===== src/rtl/pmul_pkg.sv =====
// Package pmul_pkg
// Width helpers shared by the multiplier stages, so the narrow register sizes
// are derived in one place. Assumes WIDTH >= 2 and 0 <= idx < WIDTH.
package pmul_pkg;

    // Number of finished low product bits held after stage idx.
    function automatic int lo_width(int idx);
        return idx + 1;
    endfunction

    // Number of multiplier bits still forwarded after stage idx.
    function automatic int mq_keep(int width, int idx);
        return width - idx - 1;
    endfunction

endpackage


===== src/rtl/pmul_narrow_add.sv =====
// Module pmul_narrow_add
// (WIDTH+1)-bit adder for one stage: adds the upper partial product and the
// gated multiplicand. Both are WIDTH bits, so the sum needs one extra bit.
module pmul_narrow_add #(
    parameter int WIDTH = 8
) (
    input  logic [WIDTH-1:0] acc,
    input  logic [WIDTH-1:0] addend,
    output logic [WIDTH:0]   sum
);

    // Zero-extend both operands and add them, keeping the carry.
    assign sum = {1'b0, acc} + {1'b0, addend};

endmodule


===== src/rtl/pmul_stage.sv =====
// Module pmul_stage
// One add stage of the shift-add chain. It consumes multiplier bit IDX, which
// arrives as bit 0 of in_mq. It adds the gated multiplicand to the upper
// partial product and shifts the sum down one place. The retired low bit goes
// on top of the low result field.
// Assumes: buses are WIDTH bits wide with unused upper bits held at zero, and
// the reset is synchronous and active-low. Registers are only as wide as this
// stage needs: the low field is IDX+1 bits and the forwarded multiplier is
// WIDTH-IDX-1 bits.
module pmul_stage
    import pmul_pkg::*;
#(
    parameter int WIDTH = 8,
    parameter int IDX   = 0
) (
    input  logic             clk,
    input  logic             rst_n,
    input  logic             in_v,
    input  logic [WIDTH-1:0] in_a,
    input  logic [WIDTH-1:0] in_hi,
    input  logic [WIDTH-1:0] in_lo,
    input  logic [WIDTH-1:0] in_mq,
    output logic             out_v,
    output logic [WIDTH-1:0] out_a,
    output logic [WIDTH-1:0] out_hi,
    output logic [WIDTH-1:0] out_lo,
    output logic [WIDTH-1:0] out_mq
);

    localparam int LO_W    = lo_width(IDX);
    localparam int MQ_KEEP = mq_keep(WIDTH, IDX);

    logic [WIDTH-1:0] bit_prod;
    logic [WIDTH:0]   sum;
    logic [WIDTH-1:0] hi_q;
    logic [WIDTH-1:0] a_q;
    logic             v_q;
    logic [LO_W-1:0]  lo_q;
    logic             unused_lo;
    logic             unused_mq;

    // Gate the multiplicand with the multiplier bit this stage consumes.
    assign bit_prod = in_mq[0] ? in_a : '0;

    pmul_narrow_add #(.WIDTH(WIDTH)) u_add (
        .acc    (in_hi),
        .addend (bit_prod),
        .sum    (sum)
    );

    // Register the shifted partial product, the multiplicand and the valid bit.
    always_ff @(posedge clk) begin
        if (!rst_n) begin
            hi_q <= '0;
            a_q  <= '0;
            v_q  <= 1'b0;
        end else begin
            hi_q <= sum[WIDTH:1];
            a_q  <= in_a;
            v_q  <= in_v;
        end
    end

    // Low result field: the first stage starts it, later stages extend it.
    generate
        if (IDX == 0) begin : g_lo_first
            always_ff @(posedge clk) begin
                if (!rst_n) lo_q <= '0;
                else        lo_q <= sum[0];
            end
            assign unused_lo = ^in_lo;
        end else begin : g_lo_grow
            always_ff @(posedge clk) begin
                if (!rst_n) lo_q <= '0;
                else        lo_q <= {sum[0], in_lo[IDX-1:0]};
            end
            assign unused_lo = ^in_lo[WIDTH-1:IDX];
        end

        if (LO_W == WIDTH) begin : g_lo_full
            assign out_lo = lo_q;
        end else begin : g_lo_pad
            assign out_lo = {{(WIDTH-LO_W){1'b0}}, lo_q};
        end
    endgenerate

    // Forwarded multiplier: drop the consumed bit and keep only the bits still needed.
    generate
        if (MQ_KEEP > 0) begin : g_mq_fwd
            logic [MQ_KEEP-1:0] mq_q;
            always_ff @(posedge clk) begin
                if (!rst_n) mq_q <= '0;
                else        mq_q <= in_mq[MQ_KEEP:1];
            end
            if (MQ_KEEP + 1 < WIDTH) begin : g_mq_spare
                assign unused_mq = ^in_mq[WIDTH-1:MQ_KEEP+1];
            end else begin : g_mq_none
                assign unused_mq = 1'b0;
            end
            assign out_mq = {{(WIDTH-MQ_KEEP){1'b0}}, mq_q};
        end else begin : g_mq_done
            assign unused_mq = ^in_mq[WIDTH-1:1];
            assign out_mq    = '0;
        end
    endgenerate

    assign out_v  = v_q;
    assign out_a  = a_q;
    assign out_hi = hi_q;

    // A valid bit moves one stage per clock, beside its data.
    assert_valid_step_R2: assert property (@(posedge clk) disable iff (!rst_n)
        $past(rst_n) |-> (out_v == $past(in_v)));

    // A clear multiplier bit only shifts the partial product; nothing is added.
    assert_skip_add_R6: assert property (@(posedge clk) disable iff (!rst_n)
        ($past(rst_n) && !$past(in_mq[0]))
            |-> ({out_hi, out_lo[IDX]} == {1'b0, $past(in_hi)}));

    // A set multiplier bit adds the multiplicand, and the carry is kept.
    assert_add_carry_R1: assert property (@(posedge clk) disable iff (!rst_n)
        ($past(rst_n) && $past(in_mq[0]))
            |-> ({out_hi, out_lo[IDX]} == ({1'b0, $past(in_hi)} + {1'b0, $past(in_a)})));

endmodule


===== src/rtl/pipe_mult.sv =====
// Module pipe_mult
// Unsigned WIDTH x WIDTH multiplier built as a chain of WIDTH registered
// shift-add stages. It starts one operation per clock and has a fixed latency
// of WIDTH clock edges. Assumes WIDTH >= 2. It has no stall path, so the
// product must be taken when out_valid is high.
module pipe_mult #(
    parameter int WIDTH = 8
) (
    input  logic               clk,
    input  logic               rst_n,
    input  logic               in_valid,
    input  logic [WIDTH-1:0]   op_a,
    input  logic [WIDTH-1:0]   op_b,
    output logic               out_valid,
    output logic [2*WIDTH-1:0] product
);

    localparam int NSTAGE = WIDTH;

    logic [WIDTH-1:0] hi_w [0:NSTAGE];
    logic [WIDTH-1:0] lo_w [0:NSTAGE];
    logic [WIDTH-1:0] mq_w [0:NSTAGE];
    logic [WIDTH-1:0] a_w  [0:NSTAGE];
    logic             v_w  [0:NSTAGE];
    logic             unused_tail;

    // Chain entry: the partial product starts empty and the multiplier is loaded whole.
    assign hi_w[0] = '0;
    assign lo_w[0] = '0;
    assign mq_w[0] = op_b;
    assign a_w[0]  = op_a;
    assign v_w[0]  = in_valid;

    // One stage per multiplier bit.
    generate
        for (genvar k = 0; k < NSTAGE; k++) begin : g_stage
            pmul_stage #(.WIDTH(WIDTH), .IDX(k)) u_stage (
                .clk    (clk),
                .rst_n  (rst_n),
                .in_v   (v_w[k]),
                .in_a   (a_w[k]),
                .in_hi  (hi_w[k]),
                .in_lo  (lo_w[k]),
                .in_mq  (mq_w[k]),
                .out_v  (v_w[k+1]),
                .out_a  (a_w[k+1]),
                .out_hi (hi_w[k+1]),
                .out_lo (lo_w[k+1]),
                .out_mq (mq_w[k+1])
            );
        end
    endgenerate

    // Chain exit: upper half from the last partial product, lower half from the retired bits.
    assign product     = {hi_w[NSTAGE], lo_w[NSTAGE]};
    assign out_valid   = v_w[NSTAGE];
    assign unused_tail = ^{a_w[NSTAGE], mq_w[NSTAGE]};

    // A reset edge leaves no result and a zero product at the outputs.
    assert_reset_clears_R4: assert property (@(posedge clk)
        !rst_n |=> (!out_valid && (product == '0)));

endmodule


===== config.mk =====
export PLATFORM = sky130hd
export DESIGN_NAME = pipe_mult
export DESIGN_NICKNAME = d
export VERILOG_FILES = /design/src/rtl/pmul_pkg.sv /design/src/rtl/pmul_narrow_add.sv /design/src/rtl/pmul_stage.sv /design/src/rtl/pipe_mult.sv
export SDC_FILE = /design/constraint.sdc
export NUM_CORES = 1
export LEC_CHECK = 0
export CORE_ASPECT_RATIO = 0.8
export CORE_MARGIN = 8
export CORE_UTILIZATION = 40
export CTS_CLUSTER_SIZE = 24
export DETAILED_ROUTE_END_ITERATION = 8
export PLACE_DENSITY = 0.67
export SETUP_SLACK_MARGIN = 0.3
export SLEW_MARGIN = 20
export SYNTH_ARGS = -nofsm -noshare
export SYNTH_HDL_FRONTEND = slang
export SYNTH_SLANG_ARGS = --single-unit
export TNS_END_PERCENT = 50

===== constraint.sdc =====
create_clock -name clk -period 3 [get_ports clk]
set_clock_uncertainty 0.2 [all_clocks]
set_input_delay 0.45 -clock clk [delete_from_list [all_inputs] [get_ports clk]]
set_output_delay 0.45 -clock clk [all_outputs]
set_load 0.03 [all_outputs]

==> results of run 1 <==
[per-stage QoR]
step	worst slack (ps)	total power, W	util [%]	hold slack (ps)
after global placement	692	0.00280	44.3	214
after CTS	636	0.00515	47.8	235
after floorplan	854	0.00275	-	212
final	652	0.00508	47.8	230
after global routing	446	0.00528	47.8	244
after detailed placement	639	0.00281	44.3	218
[power by group]
part | total, W | internal (W) | switching, W
Combinational | 0.000140 | 0.0000703 | 0.0000700
Sequential | 0.00260 | 0.00258 | 0.0000191
Clock | 0.00233 | 0.00134 | 0.000991
Total | 0.00508 | 0.00400 | 0.00108
[state kept, by name, summed over array words and instances, names as in the netlist]
| name | flops |
|---|---|
| g_stage.u_stage.g_mq_fwd.mq_q | 28 |
| g_stage.u_stage.lo_q | 28 |
| g_stage.u_stage.out_a | 56 |
| g_stage.u_stage.out_hi | 63 |
| g_stage.u_stage.out_lo | 8 |
| g_stage.u_stage.out_v | 8 |
[kinds of logic after synthesis]
logic type                 count (synthesis)  share of synthesized area [%]
and+or+nand+nor                          303                           24.4
DFF                                      191                           50.9
AOI/OAI and AO/OA                        104                           9.42
adders and majority gates                 62                           11.0
buffers and inverters                     43                           2.20
xor gates and xnor gates                  17                           1.98
[final timing paths]
kind / from / to / slack (ps) / cells past startpoint
setup / recovery: g_stage[6].u_stage.g_mq_fwd.mq_q / g_stage[7].u_stage.out_hi[5] / 650 / 8
hold / removal: g_stage[2].u_stage.lo_q[0] / g_stage[3].u_stage.lo_q[0] / 230 / 1
setup reg to reg: g_stage[6].u_stage.g_mq_fwd.mq_q / g_stage[7].u_stage.out_hi[5] / 650 / 8
hold reg to reg: g_stage[2].u_stage.lo_q[0] / g_stage[3].u_stage.lo_q[0] / 230 / 1
[routing by layer]
metal  vias up  track usage (%)  part of all wire, %
li1       2496                -                    -
met1      1983             11.7                   50
met2        55             15.5                   44
met3        16             3.47                  4.1
met4         0             4.56                  1.9
met5         -                0                    0
[layout make-up]
class / count / area, sq um / area share (%)
inverters: 21 / 78.8 / 0.903
clock buffers: 17 / 425 / 4.87
well taps: 253 / 317 / 3.63
multi-input cells: 486 / 3520 / 40.3
repair buffers: 37 / 363 / 4.16
clock inverters: 15 / 205 / 2.35
flip-flops and latches: 191 / 3820 / 43.8
[cells in the final DEF, fill, tap and decap left out, drive strengths merged, types with 9 or more instances in the layout]
| master | synthesis | layout |
|---|---|---|
| o21a | 9 | 9 |
| nor2 | 20 | 20 |
| and2 | 204 | 204 |
| dfxtp | 191 | 191 |
| inv | 21 | 26 |
| and3 | 14 | 14 |
| a21oi | 20 | 20 |
| o21ai | 39 | 39 |
| ha | 55 | 55 |
| clkdlybuf4s50 | 0 | 34 |
| nand3 | 10 | 10 |
| xor2 | 9 | 9 |
| clkbuf | 19 | 17 |
| nand2 | 14 | 14 |
==> metrics.json, run 1 <==
{
  "floorplan": {
    "placementRows": 44,
    "placeable_area_sq_um": 18300,
    "fp.dieH_um": 139,
    "io_pins": 36,
    "fp.dieW_um": 169,
    "die_area_sq_um": 23400,
    "initial_core_util_pct": 41.1
  },
  "place": {
    "detailedPlacementHpwl_um": 7700,
    "port_buffers": 35,
    "place_congestion": 0.766,
    "placed_cell_area_sq_um": 8100,
    "place.detailed.instances": 988
  },
  "critical_path": {
    "largest_stage_delay_worst_path_ps": 400,
    "crit_path_start_kind": "register",
    "cp.arrival_ps": 2520,
    "critPathCaptureType": "register",
    "critical_path.cell_chain": "and2_1 -> ha_1 -> fa_1 -> a21oi_1 -> o21ai_0 -> o21a_1 -> o21ai_0 -> o211a_1",
    "cpLargestDelayFamily": "compound AO/OA/AOI/OAI gates",
    "path_class": "register to register",
    "critical_path.max_fanout": 8,
    "cp_slowest_cell": "sky130_fd_sc_hd__fa_1",
    "cp_num_buf_inv": 0,
    "cp_data_required_time_ps": 3170,
    "path_common_cell": "sky130_fd_sc_hd__o21ai_0"
  },
  "route": {
    "dr.first_iter.drc_count": 156,
    "drt_pre_antenna_iters": 4,
    "route.detailed.drc": 0,
    "post_dr_wirelength_cell_um": 10.6,
    "routed_wirelength_um": 10800,
    "via_count": 4550,
    "vias_per_cell": 4.46,
    "postRouteAntennaNets": 0
  },
  "synth": {
    "yosysUniqueCellTypes": 51,
    "synth_area_per_inst_sq_um": 10.4,
    "fraction_of_synthesized_cell_area_taken_by_the_top_area_cell_type_pct": 50.9,
    "top_cell_types_by_occurrence_after_synthesis": "sky130_fd_sc_hd__and2_1 (204), sky130_fd_sc_hd__dfxtp_1 (191), sky130_fd_sc_hd__ha_1 (55), sky130_fd_sc_hd__o21ai_0 (38), sky130_fd_sc_hd__inv_1 (21)",
    "synthesis.nets": 801,
    "ys_warn_count": 0,
    "synthTopCellsByArea": "sky130_fd_sc_hd__dfxtp_1 (51%), sky130_fd_sc_hd__and2_1 (17%), sky130_fd_sc_hd__ha_1 (9.2%)",
    "synthMostInstantiatedCell": "sky130_fd_sc_hd__and2_1",
    "postSynthRegisterBits": 191,
    "synth_enable_flop_cells": 0,
    "synth-async-reset-ratio_pct": 0,
    "postSynthCellCount": 720,
    "synth_flop_cell": "sky130_fd_sc_hd__dfxtp_1",
    "mappedNetlistArea_sq_um": 7510,
    "yosysSeqAreaShare_pct": 50.9,
    "synth_top_area_cell": "sky130_fd_sc_hd__dfxtp_1"
  },
  "cells_and_area": {
    "layout-area-overhead-vs-synth_pct": 16.3,
    "postLayoutCellArea_sq_um": 8730,
    "num-fill-cells": 1710,
    "nets": 835,
    "final-instance-count-excl-fill": 1020,
    "diodes": 0,
    "layout-drive-gt1-share_pct": 6.65
  },
  "sta": {
    "rsz0062_at_grt": "false",
    "maxSlewViolCount": 0,
    "setup_total_negative_slack_ps": 0,
    "timing.final.crit_share_pct": 78.3,
    "tightest_slew_ps": 762,
    "final_number_of_hold_violating_endpoints": 0,
    "timing.fmax_mhz": 426,
    "min_period_ps": 2350,
    "setup_viol": 0,
    "maxSlewHeadroom_pct": 49.2
  },
  "cts": {
    "clk-insertion-delay-late_ps": 430,
    "ctsHtreeMaxLevel": 4,
    "cts.path.max_buffers": 2,
    "clkSinkCount": 191,
    "cts.repair.resized": 0,
    "tritoncts_clock_tree": "built",
    "tritoncts.num_buffers": 17,
    "cts.clk_slew.worst_paths_ps": 70,
    "clk_root_buffer_cell": "sky130_fd_sc_hd__clkbuf_16",
    "cts.repair_timing.setup_buffer_count": 0,
    "postCtsHoldBufs": 0
  },
  "global_routing": {
    "vias_in_the_first_global_route": 4388,
    "largest_net_degree_at_the_start_of_global_routing": 107,
    "number_of_antenna_violations_at_the_first_check_in_global_routing": 0,
    "grt_first_pass_wirelength_um": 19000,
    "gr-usage-all-layers_pct": 9.78,
    "grt_overflow": 0
  },
  "power": {
    "power.density_cell_area_nw_per_um2": 581,
    "max-vdd-ir-drop_v": 0.000321,
    "cellLeakagePower_nw": 3.89
  },
  "min_path": {
    "hp_class": "register to register"
  },
  "job": {
    "maxCapViolations": 0
  },
  "outcome": {
    "result_of_the_run": "complete, no violations"
  }
}
(Power assumes the default switching activity.)
==> run 2, diff against run 1 <==
clock period = 2.26 ns   (was 3 ns; I/O delays follow)
==> metrics.json, run 2 (synthesis results as in run 1) <==
{
  "power": {
    "max-vdd-ir-drop": {"value": 0.000486, "unit": "V", "change": "+51%"},
    "cellLeakagePower": {"value": 4.16, "unit": "nW", "change": "+7.0%"},
    "power.density_cell_area": {"value": 686, "unit": "nW/um^2", "change": "+18%"}
  },
  "sta": {
    "hold-worst-slack": {"value": 215, "unit": "ps", "change": "-15.3 ps"},
    "timing.fmax": {"value": 488, "unit": "MHz", "change": "+15%"},
    "setup_viol": {"value": 0, "change": "unchanged"},
    "setup_total_negative_slack": {"value": 0, "unit": "ps", "change": "unchanged"},
    "maxSlewViolCount": {"value": 0, "change": "unchanged"},
    "final_number_of_hold_violating_endpoints": {"value": 0, "change": "unchanged"},
    "rsz0062_at_grt": "true",
    "timing.final.crit_share": {"value": 90.7, "unit": "%", "change": "+12 points"},
    "min_period": {"value": 2050, "unit": "ps", "change": "-298 ps"},
    "tightest_slew": {"value": 564, "unit": "ps", "change": "-198 ps"},
    "maxSlewHeadroom": {"value": 62.4, "unit": "%", "change": "+13 points"},
    "setup_slack": {"value": 210, "unit": "ps", "change": "-442 ps"}
  },
  "global_routing": {
    "peak_usage_layer_in_the_global_routing_report": "met2",
    "grt_overflow": {"value": 0, "change": "unchanged"},
    "globalRouteMet2Util": {"value": 18.0, "unit": "%", "change": "+2.5 points"},
    "gr-usage-all-layers": {"value": 10.8, "unit": "%", "change": "+1.0 points"},
    "vias_in_the_first_global_route": {"value": 4816, "change": "+9.8%"},
    "number_of_antenna_violations_at_the_first_check_in_global_routing": {"value": 0, "change": "unchanged"},
    "use_met3": {"value": 3.44, "unit": "%", "change": "-0.028 points"},
    "largest_net_degree_at_the_start_of_global_routing": {"value": 71, "change": "-34%"},
    "grt_first_pass_wirelength": {"value": 21000, "unit": "um", "change": "+11%"},
    "met1_usage": {"value": 12.7, "unit": "%", "change": "+1.0 points"}
  },
  "outcome": {
    "result_of_the_run": "complete, no violations"
  },
  "critical_path": {
    "cpLargestDelayFamily": "simple AND/OR/NAND/NOR gates",
    "cp_data_required_time": {"value": 2390, "unit": "ps", "change": "-780 ps"},
    "critical_path.max_fanout": {"value": 5, "change": "-3"},
    "critPathCaptureType": "register",
    "crit_path_start_kind": "register",
    "path_class": "register to register",
    "largest_stage_delay_worst_path": {"value": 410, "unit": "ps", "change": "about the same"},
    "cp_slowest_cell": "sky130_fd_sc_hd__or3_2",
    "flop2flop_setup_slack": {"value": 210, "unit": "ps", "change": "-440 ps"},
    "critical_path.cell_chain": "buf_12 -> and2_4 -> ha_4 -> nand2_1 -> o221ai_4 -> or3_2 -> and3_1",
    "cp.arrival": {"value": 2180, "unit": "ps", "change": "-340 ps"},
    "cp_num_buf_inv": {"value": 1, "change": "+1"}
  },
  "floorplan": {
    "initial_core_util": {"value": 41.1, "unit": "%", "change": "unchanged"},
    "io_pins": {"value": 36, "change": "unchanged"},
    "die_area": {"value": 23400, "unit": "sq um", "change": "unchanged"},
    "placementRows": {"value": 44, "change": "unchanged"},
    "fp.dieH": {"value": 139, "unit": "um", "change": "unchanged"},
    "placeable_area": {"value": 18300, "unit": "sq um", "change": "unchanged"},
    "fp.dieW": {"value": 169, "unit": "um", "change": "unchanged"}
  },
  "cells_and_area": {
    "largest_register_ff_count": {"value": 63, "change": "unchanged"},
    "postLayoutCellArea": {"value": 9870, "unit": "sq um", "change": "+13%"},
    "most-common-layout-cells": "sky130_fd_sc_hd__dfxtp_1 (183), sky130_fd_sc_hd__and2_1 (179), sky130_fd_sc_hd__buf_4 (35)",
    "final-instance-count-excl-fill": {"value": 1057, "change": "+3.6%"},
    "diodes": {"value": 0, "change": "unchanged"},
    "layout_commonest_cell": "sky130_fd_sc_hd__dfxtp_1",
    "nets": {"value": 872, "change": "+4.4%"},
    "layout-area-overhead-vs-synth_pct": 31.4,
    "layout-drive-gt1-share": {"value": 25.2, "unit": "%", "change": "+19 points"}
  },
  "place": {
    "port_buffers": {"value": 35, "change": "unchanged"},
    "place.detailed.instances": {"value": 994, "change": "+0.61%"},
    "detailedPlacementHpwl": {"value": 7990, "unit": "um", "change": "+3.8%"},
    "dp_slack": {"value": 46.7, "unit": "ps", "change": "-592 ps"},
    "place_congestion": {"value": 0.723, "change": "-5.6%"},
    "placed_cell_area": {"value": 8180, "unit": "sq um", "change": "+0.94%"}
  },
  "cts": {
    "cts.path.max_buffers": {"value": 2, "change": "unchanged"},
    "ctsHtreeMaxLevel": {"value": 4, "change": "unchanged"},
    "clkSinkCount": {"value": 191, "change": "unchanged"},
    "clk_root_buffer_cell": "sky130_fd_sc_hd__clkbuf_16",
    "tritoncts_clock_tree": "built",
    "cts.clk_slew.worst_paths": {"value": 70, "unit": "ps", "change": "about the same"},
    "clk-insertion-delay-late": {"value": 430, "unit": "ps", "change": "about the same"},
    "tritoncts.num_buffers": {"value": 17, "change": "unchanged"}
  },
  "route": {
    "dr.first_iter.drc_count": {"value": 186, "change": "+19%"},
    "via_count": {"value": 4813, "change": "+5.8%"},
    "post_dr_wirelength_cell": {"value": 12.0, "unit": "um", "change": "+13%"},
    "drt_pre_antenna_iters": {"value": 4, "change": "unchanged"},
    "postRouteAntennaNets": {"value": 0, "change": "unchanged"},
    "routed_wirelength": {"value": 12700, "unit": "um", "change": "+17%"},
    "route.detailed.drc": {"value": 0, "change": "unchanged"},
    "vias_per_cell": {"value": 4.55, "change": "+2.1%"}
  },
  "min_path": {
    "hp_class": "input pin to register"
  },
  "job": {
    "maxCapViolations": {"value": 0, "change": "unchanged"}
  }
}
run 2: cell count changes in the layout (fill, tap and decap cells not counted), moves of 7 or more:
cell / change
sky130_fd_sc_hd__and2_1: -25
sky130_fd_sc_hd__fa_1: -7
sky130_fd_sc_hd__o21ai_2: +10
sky130_fd_sc_hd__ha_1: -32
sky130_fd_sc_hd__ha_4: +29
sky130_fd_sc_hd__and2_4: +25
sky130_fd_sc_hd__dfxtp_1: -8
sky130_fd_sc_hd__o21ai_0: -11
sky130_fd_sc_hd__a21oi_1: -12
sky130_fd_sc_hd__buf_4: +32
sky130_fd_sc_hd__fa_2: +7
run 2: path summary, 6_finish.rpt:
check	from	end	depth (start not counted)
min reg2reg	g_stage[1].u_stage.lo_q[1]	g_stage[2].u_stage.lo_q[1]	1
max	g_stage[5].u_stage.g_mq_fwd.mq_q[0]	g_stage[6].u_stage.out_hi[4]	7
min	rst_n	g_stage[1].u_stage.out_hi[6]	3
max reg2reg	g_stage[5].u_stage.g_mq_fwd.mq_q[0]	g_stage[6].u_stage.out_hi[4]	7
run 2: where the power goes:
part           internal [W]  switching, W  leakage, nW  total [W]
sequential          0.00343     0.0000312         1.56    0.00346
combinational      0.000126      0.000113         2.31   0.000240
clock               0.00179       0.00128        0.299    0.00307
total               0.00534       0.00143         4.16    0.00677
run 2: what timing repair did:
action | CTS | global route
setup buffers | 17 | 14
hold buffers | 0 | 0
pin swaps | 43 | 42
setup endpoints to repair | 42 | 47
resized for setup | 101 | 47
run 2: tightest hold or removal path: stages:
cell	delay [ps]
sky130_fd_sc_hd__buf_4	260
sky130_fd_sc_hd__nand2_1	110
sky130_fd_sc_hd__o21ai_0	60
run 2: metrics by stage:
stage	power, W	utilization, %
2_1_floorplan	0.00366	-
3_3_place_gp	0.00372	44.7
3_5_place_dp	0.00373	44.7
4_1_cts	0.00683	51.9
5_1_grt	0.00704	54.0
6_report	0.00677	54.0
run 2: cell type report:
type	count	area, sq um
Clock buffer	18	439
Clock inverter	14	188
Fill cell	1584	8410
Inverter	21	78.8
Multi-Input combinational cell	486	4320
Sequential cell	191	3850
Tap cell	253	317
Timing Repair Buffer	74	677
run 2: per-layer routing:
| layer | up-vias | routed length (um) |
|---|---|---|
| met1 | 2168 | 5830 |
| met4 | 0 | 190 |
| met5 | - | 0 |
| met2 | 60 | 6030 |
| li1 | 2568 | - |
| met3 | 17 | 610 |
==> run 3, diff against run 2 <==
ABC_AREA = 1   (was not set)
CORE_UTILIZATION = 42   (was 40)
PLACE_DENSITY = 0.71   (was 0.67)
clock period = 1.85 ns   (was 2.26 ns; I/O delays follow)
==> metrics.json, run 3 <==
{
  "cells_and_area": {
    "ff_latch_area": {"value": 3850, "unit": "sq um", "change": "about the same"},
    "diodes": {"value": 0, "change": "unchanged"},
    "final-instance-count-excl-fill": {"value": 1416, "change": "+34%"},
    "layout-area-overhead-vs-synth_pct": 32.3,
    "most-common-layout-cells": "sky130_fd_sc_hd__nand2_1 (269), sky130_fd_sc_hd__inv_1 (234), sky130_fd_sc_hd__dfxtp_1 (183)",
    "num-fill-cells": {"value": 1608, "change": "+1.5%"},
    "layout_commonest_cell": "sky130_fd_sc_hd__nand2_1",
    "layout-drive-gt1-share": {"value": 25.9, "unit": "%", "change": "+0.66 points"},
    "largest_register_ff_count": {"value": 63, "change": "unchanged"},
    "nets": {"value": 1226, "change": "+41%"},
    "multi_input_comb_area": {"value": 4030, "unit": "sq um", "change": "-6.9%"},
    "finish.utilization": {"value": 56.1, "unit": "%", "change": "+2.1 points"}
  },
  "sta": {
    "maxSlewHeadroom": {"value": 62.7, "unit": "%", "change": "+0.36 points"},
    "timing.fmax": {"value": 568, "unit": "MHz", "change": "+16%"},
    "setup_slack": {"value": 88.5, "unit": "ps", "change": "-121 ps"},
    "tightest_slew": {"value": 559, "unit": "ps", "change": "-5.39 ps"},
    "rsz0062_at_grt": "true",
    "timing.final.crit_share": {"value": 95.2, "unit": "%", "change": "+4.5 points"},
    "final_number_of_hold_violating_endpoints": {"value": 0, "change": "unchanged"},
    "maxSlewViolCount": {"value": 0, "change": "unchanged"},
    "setup_viol": {"value": 0, "change": "unchanged"},
    "min_period": {"value": 1760, "unit": "ps", "change": "-289 ps"}
  },
  "route": {
    "route.detailed.drc": {"value": 0, "change": "unchanged"},
    "post_dr_wirelength_cell": {"value": 10.6, "unit": "um", "change": "-12%"},
    "routed_wirelength": {"value": 15000, "unit": "um", "change": "+18%"},
    "vias_per_cell": {"value": 4.33, "change": "-4.9%"},
    "drt_pre_antenna_iters": {"value": 4, "change": "unchanged"},
    "postRouteAntennaNets": {"value": 0, "change": "unchanged"},
    "via_count": {"value": 6134, "change": "+27%"},
    "dr.first_iter.drc_count": {"value": 294, "change": "+58%"}
  },
  "synth": {
    "yosysSeqAreaShare": {"value": 48.0, "unit": "%", "change": "-3.0 points"},
    "postSynthCellCount": {"value": 1081, "change": "+50%"},
    "yosysUniqueCellTypes": {"value": 21, "change": "-59%"},
    "fraction_of_synthesized_cell_area_taken_by_the_top_area_cell_type": {"value": 48.0, "unit": "%", "change": "-3.0 points"},
    "mappedNetlistArea": {"value": 7970, "unit": "sq um", "change": "+6.2%"},
    "synthTopCellsByArea": "sky130_fd_sc_hd__dfxtp_1 (48%), sky130_fd_sc_hd__nand2_1 (16%), sky130_fd_sc_hd__inv_1 (13%)",
    "synth_flop_cell": "sky130_fd_sc_hd__dfxtp_1",
    "synth_enable_flop_cells": {"value": 0, "change": "unchanged"},
    "synth-async-reset-ratio": {"value": 0, "unit": "%", "change": "unchanged"},
    "synthMostInstantiatedCell": "sky130_fd_sc_hd__nand2_1",
    "ys_warn_count": {"value": 0, "change": "unchanged"},
    "top_cell_types_by_occurrence_after_synthesis": "sky130_fd_sc_hd__nand2_1 (338), sky130_fd_sc_hd__inv_1 (271), sky130_fd_sc_hd__dfxtp_1 (191), sky130_fd_sc_hd__nor2_1 (69), sky130_fd_sc_hd__a21oi_1 (58)",
    "synth_area_per_inst": {"value": 7.38, "unit": "sq um", "change": "-29%"},
    "synthesis.nets": {"value": 1162, "change": "+45%"},
    "synth_top_area_cell": "sky130_fd_sc_hd__dfxtp_1",
    "postSynthRegisterBits": {"value": 191, "change": "unchanged"}
  },
  "floorplan": {
    "die_area": {"value": 23700, "unit": "sq um", "change": "+1.0%"},
    "fp.dieW": {"value": 170, "unit": "um", "change": "+0.51%"},
    "placeable_area": {"value": 18800, "unit": "sq um", "change": "+2.9%"},
    "placementRows": {"value": 45, "change": "+2.3%"},
    "initial_core_util": {"value": 42.4, "unit": "%", "change": "+1.3 points"},
    "io_pins": {"value": 36, "change": "unchanged"},
    "fp.dieH": {"value": 139, "unit": "um", "change": "+0.49%"}
  },
  "cts": {
    "clk_root_buffer_cell": "sky130_fd_sc_hd__clkbuf_16",
    "tritoncts_clock_tree": "built",
    "clkSinkCount": {"value": 191, "change": "unchanged"},
    "cts.path.max_buffers": {"value": 2, "change": "unchanged"},
    "ctsHtreeMaxLevel": {"value": 4, "change": "unchanged"},
    "clk-insertion-delay-late": {"value": 430, "unit": "ps", "change": "about the same"},
    "tritoncts.num_buffers": {"value": 17, "change": "unchanged"},
    "cts.clk_slew.worst_paths": {"value": 70, "unit": "ps", "change": "about the same"}
  },
  "min_path": {
    "hp_class": "input pin to register",
    "hold_path.startpoint": "rst_n",
    "worstHoldPathCells": {"value": 3, "change": "unchanged"},
    "whs_endpoint": "g_stage[0].u_stage.out_a[4]"
  },
  "critical_path": {
    "worst_setup_path_startpoint": "g_stage[1].u_stage.g_mq_fwd.mq_q[0]",
    "reg2reg_from": "g_stage[1].u_stage.g_mq_fwd.mq_q[0]",
    "ff2ff_path_depth": {"value": 10, "change": "+3"},
    "timing.rr.end": "g_stage[2].u_stage.out_hi[5]",
    "flop2flop_setup_slack": {"value": 90, "unit": "ps", "change": "-120 ps"},
    "cp.arrival": {"value": 1880, "unit": "ps", "change": "-300 ps"},
    "crit_path_start_kind": "register",
    "path_class": "register to register",
    "cp_data_required_time": {"value": 1970, "unit": "ps", "change": "-420 ps"},
    "critical_path.max_fanout": {"value": 6, "change": "+1"},
    "critPathCaptureType": "register"
  },
  "outcome": {
    "result_of_the_run": "complete, no violations"
  },
  "power": {
    "cellLeakagePower": {"value": 5.99, "unit": "nW", "change": "+44%"},
    "power.density_cell_area": {"value": 786, "unit": "nW/um^2", "change": "+15%"},
    "report.power.total": {"value": 0.00829, "unit": "W", "change": "+23%"},
    "max-vdd-ir-drop": {"value": 0.000662, "unit": "V", "change": "+36%"}
  },
  "place": {
    "port_buffers": {"value": 35, "change": "unchanged"},
    "place.detailed.instances": {"value": 1358, "change": "+37%"},
    "dp_slack": {"value": 27.9, "unit": "ps", "change": "-18.8 ps"},
    "detailedPlacementHpwl": {"value": 9150, "unit": "um", "change": "+15%"},
    "place_congestion": {"value": 0.796, "change": "+10%"}
  },
  "global_routing": {
    "gr-usage-all-layers": {"value": 12.3, "unit": "%", "change": "+1.5 points"},
    "vias_in_the_first_global_route": {"value": 5688, "change": "+18%"},
    "grt_overflow": {"value": 0, "change": "unchanged"},
    "met1_usage": {"value": 13.7, "unit": "%", "change": "+1.0 points"},
    "peak_usage_layer_in_the_global_routing_report": "met2",
    "grt_first_pass_wirelength": {"value": 24000, "unit": "um", "change": "+14%"},
    "use_met3": {"value": 3.56, "unit": "%", "change": "+0.12 points"},
    "number_of_antenna_violations_at_the_first_check_in_global_routing": {"value": 0, "change": "unchanged"},
    "globalRouteMet2Util": {"value": 21.2, "unit": "%", "change": "+3.2 points"},
    "largest_net_degree_at_the_start_of_global_routing": {"value": 48, "change": "-32%"}
  },
  "job": {
    "maxCapViolations": {"value": 0, "change": "unchanged"}
  }
}
run 3: cell types whose count changed in the layout (fill, tap and decap cells not counted), moves of 17 or more:
cell / previous run / this run
sky130_fd_sc_hd__nand2_1: 8 / 269
sky130_fd_sc_hd__inv_1: 20 / 234
sky130_fd_sc_hd__and2_1: 179 / 1
sky130_fd_sc_hd__nand2_2: 1 / 58
sky130_fd_sc_hd__nor2_1: 20 / 65
sky130_fd_sc_hd__a21oi_1: 6 / 41
sky130_fd_sc_hd__inv_2: 1 / 36
sky130_fd_sc_hd__and2_4: 25 / 2
sky130_fd_sc_hd__o21ai_0: 27 / 6
sky130_fd_sc_hd__nand3_2: 0 / 20
sky130_fd_sc_hd__clkdlybuf4s50_1: 34 / 17
run 3: worst max-delay path by stage:
stage / end / slack, ps / cells after the start
after floorplan: g_stage[7].u_stage.out_hi[5] / 130 / 11
final: g_stage[2].u_stage.out_hi[5] / 90 / 10
after CTS: g_stage[7].u_stage.out_hi[5] / 100 / 11
after global routing: g_stage[2].u_stage.out_hi[5] / -2 / 9
after global placement: g_stage[2].u_stage.out_hi[7] / 70 / 10
after detailed placement: g_stage[7].u_stage.out_hi[5] / 30 / 11
run 3: logic make-up after synthesis:
group / Yosys count / synth area share (%)
simple gates: 464 / 23.1
buf+inv: 298 / 14.4
compound gates: 66 / 4.17
fa+ha+maj: 62 / 10.4
flops: 191 / 48.0
run 3: final cells by class:
cell class / instances / share of cell area, %
clock buffer: 20 / 4.42
sequential: 191 / 36.5
timing repair buffer: 71 / 6.74
inverter: 272 / 9.72
tap: 258 / 3.06
multi-input combinational: 592 / 38.2
clock inverter: 12 / 1.40
run 3: power by group:
| part | total (W) | switching [W] | internal (W) |
|---|---|---|---|
| Combinational | 0.000314 | 0.000172 | 0.000142 |
| Clock | 0.00375 | 0.00162 | 0.00213 |
| Sequential | 0.00423 | 0.0000445 | 0.00418 |
run 3: worst max-delay path: stages, from the launching register on:
cell                      delay [ps]
sky130_fd_sc_hd__dfxtp_4         370
sky130_fd_sc_hd__nand2_2          60
sky130_fd_sc_hd__inv_2            40
sky130_fd_sc_hd__ha_4            150
sky130_fd_sc_hd__fa_2            370
sky130_fd_sc_hd__nand2_2         100
sky130_fd_sc_hd__nand2_2          70
sky130_fd_sc_hd__nand3_2          90
sky130_fd_sc_hd__nand2_2          60
sky130_fd_sc_hd__nand2_1          80
sky130_fd_sc_hd__a21oi_1          60
run 3: metrics by stage:
step           hold WS, ps  cell area (sq um)  setup TNS (ps)
2_1_floorplan          175               8170               0
3_3_place_gp           193               8760               0
3_5_place_dp           195               8760               0
4_1_cts                107               9730               0
5_1_grt                143              10600           -2.06
6_report               107              10600               0
run 3: what timing repair did:
action | 4_1_cts | 5_1_grt
gates resized for setup | 108 | 157
setup endpoints to repair | 65 | 57
setup buffers | 8 | 18
cloned | 0 | 0
pin swaps | 14 | 69
hold buffers | 0 | 0
run 3: layer usage:
metal | routed length, um | up-vias
li1 | - | 3281
met1 | 6460 | 2714
met2 | 7490 | 100
met3 | 554 | 39
met4 | 476 | 0
met5 | 0 | -
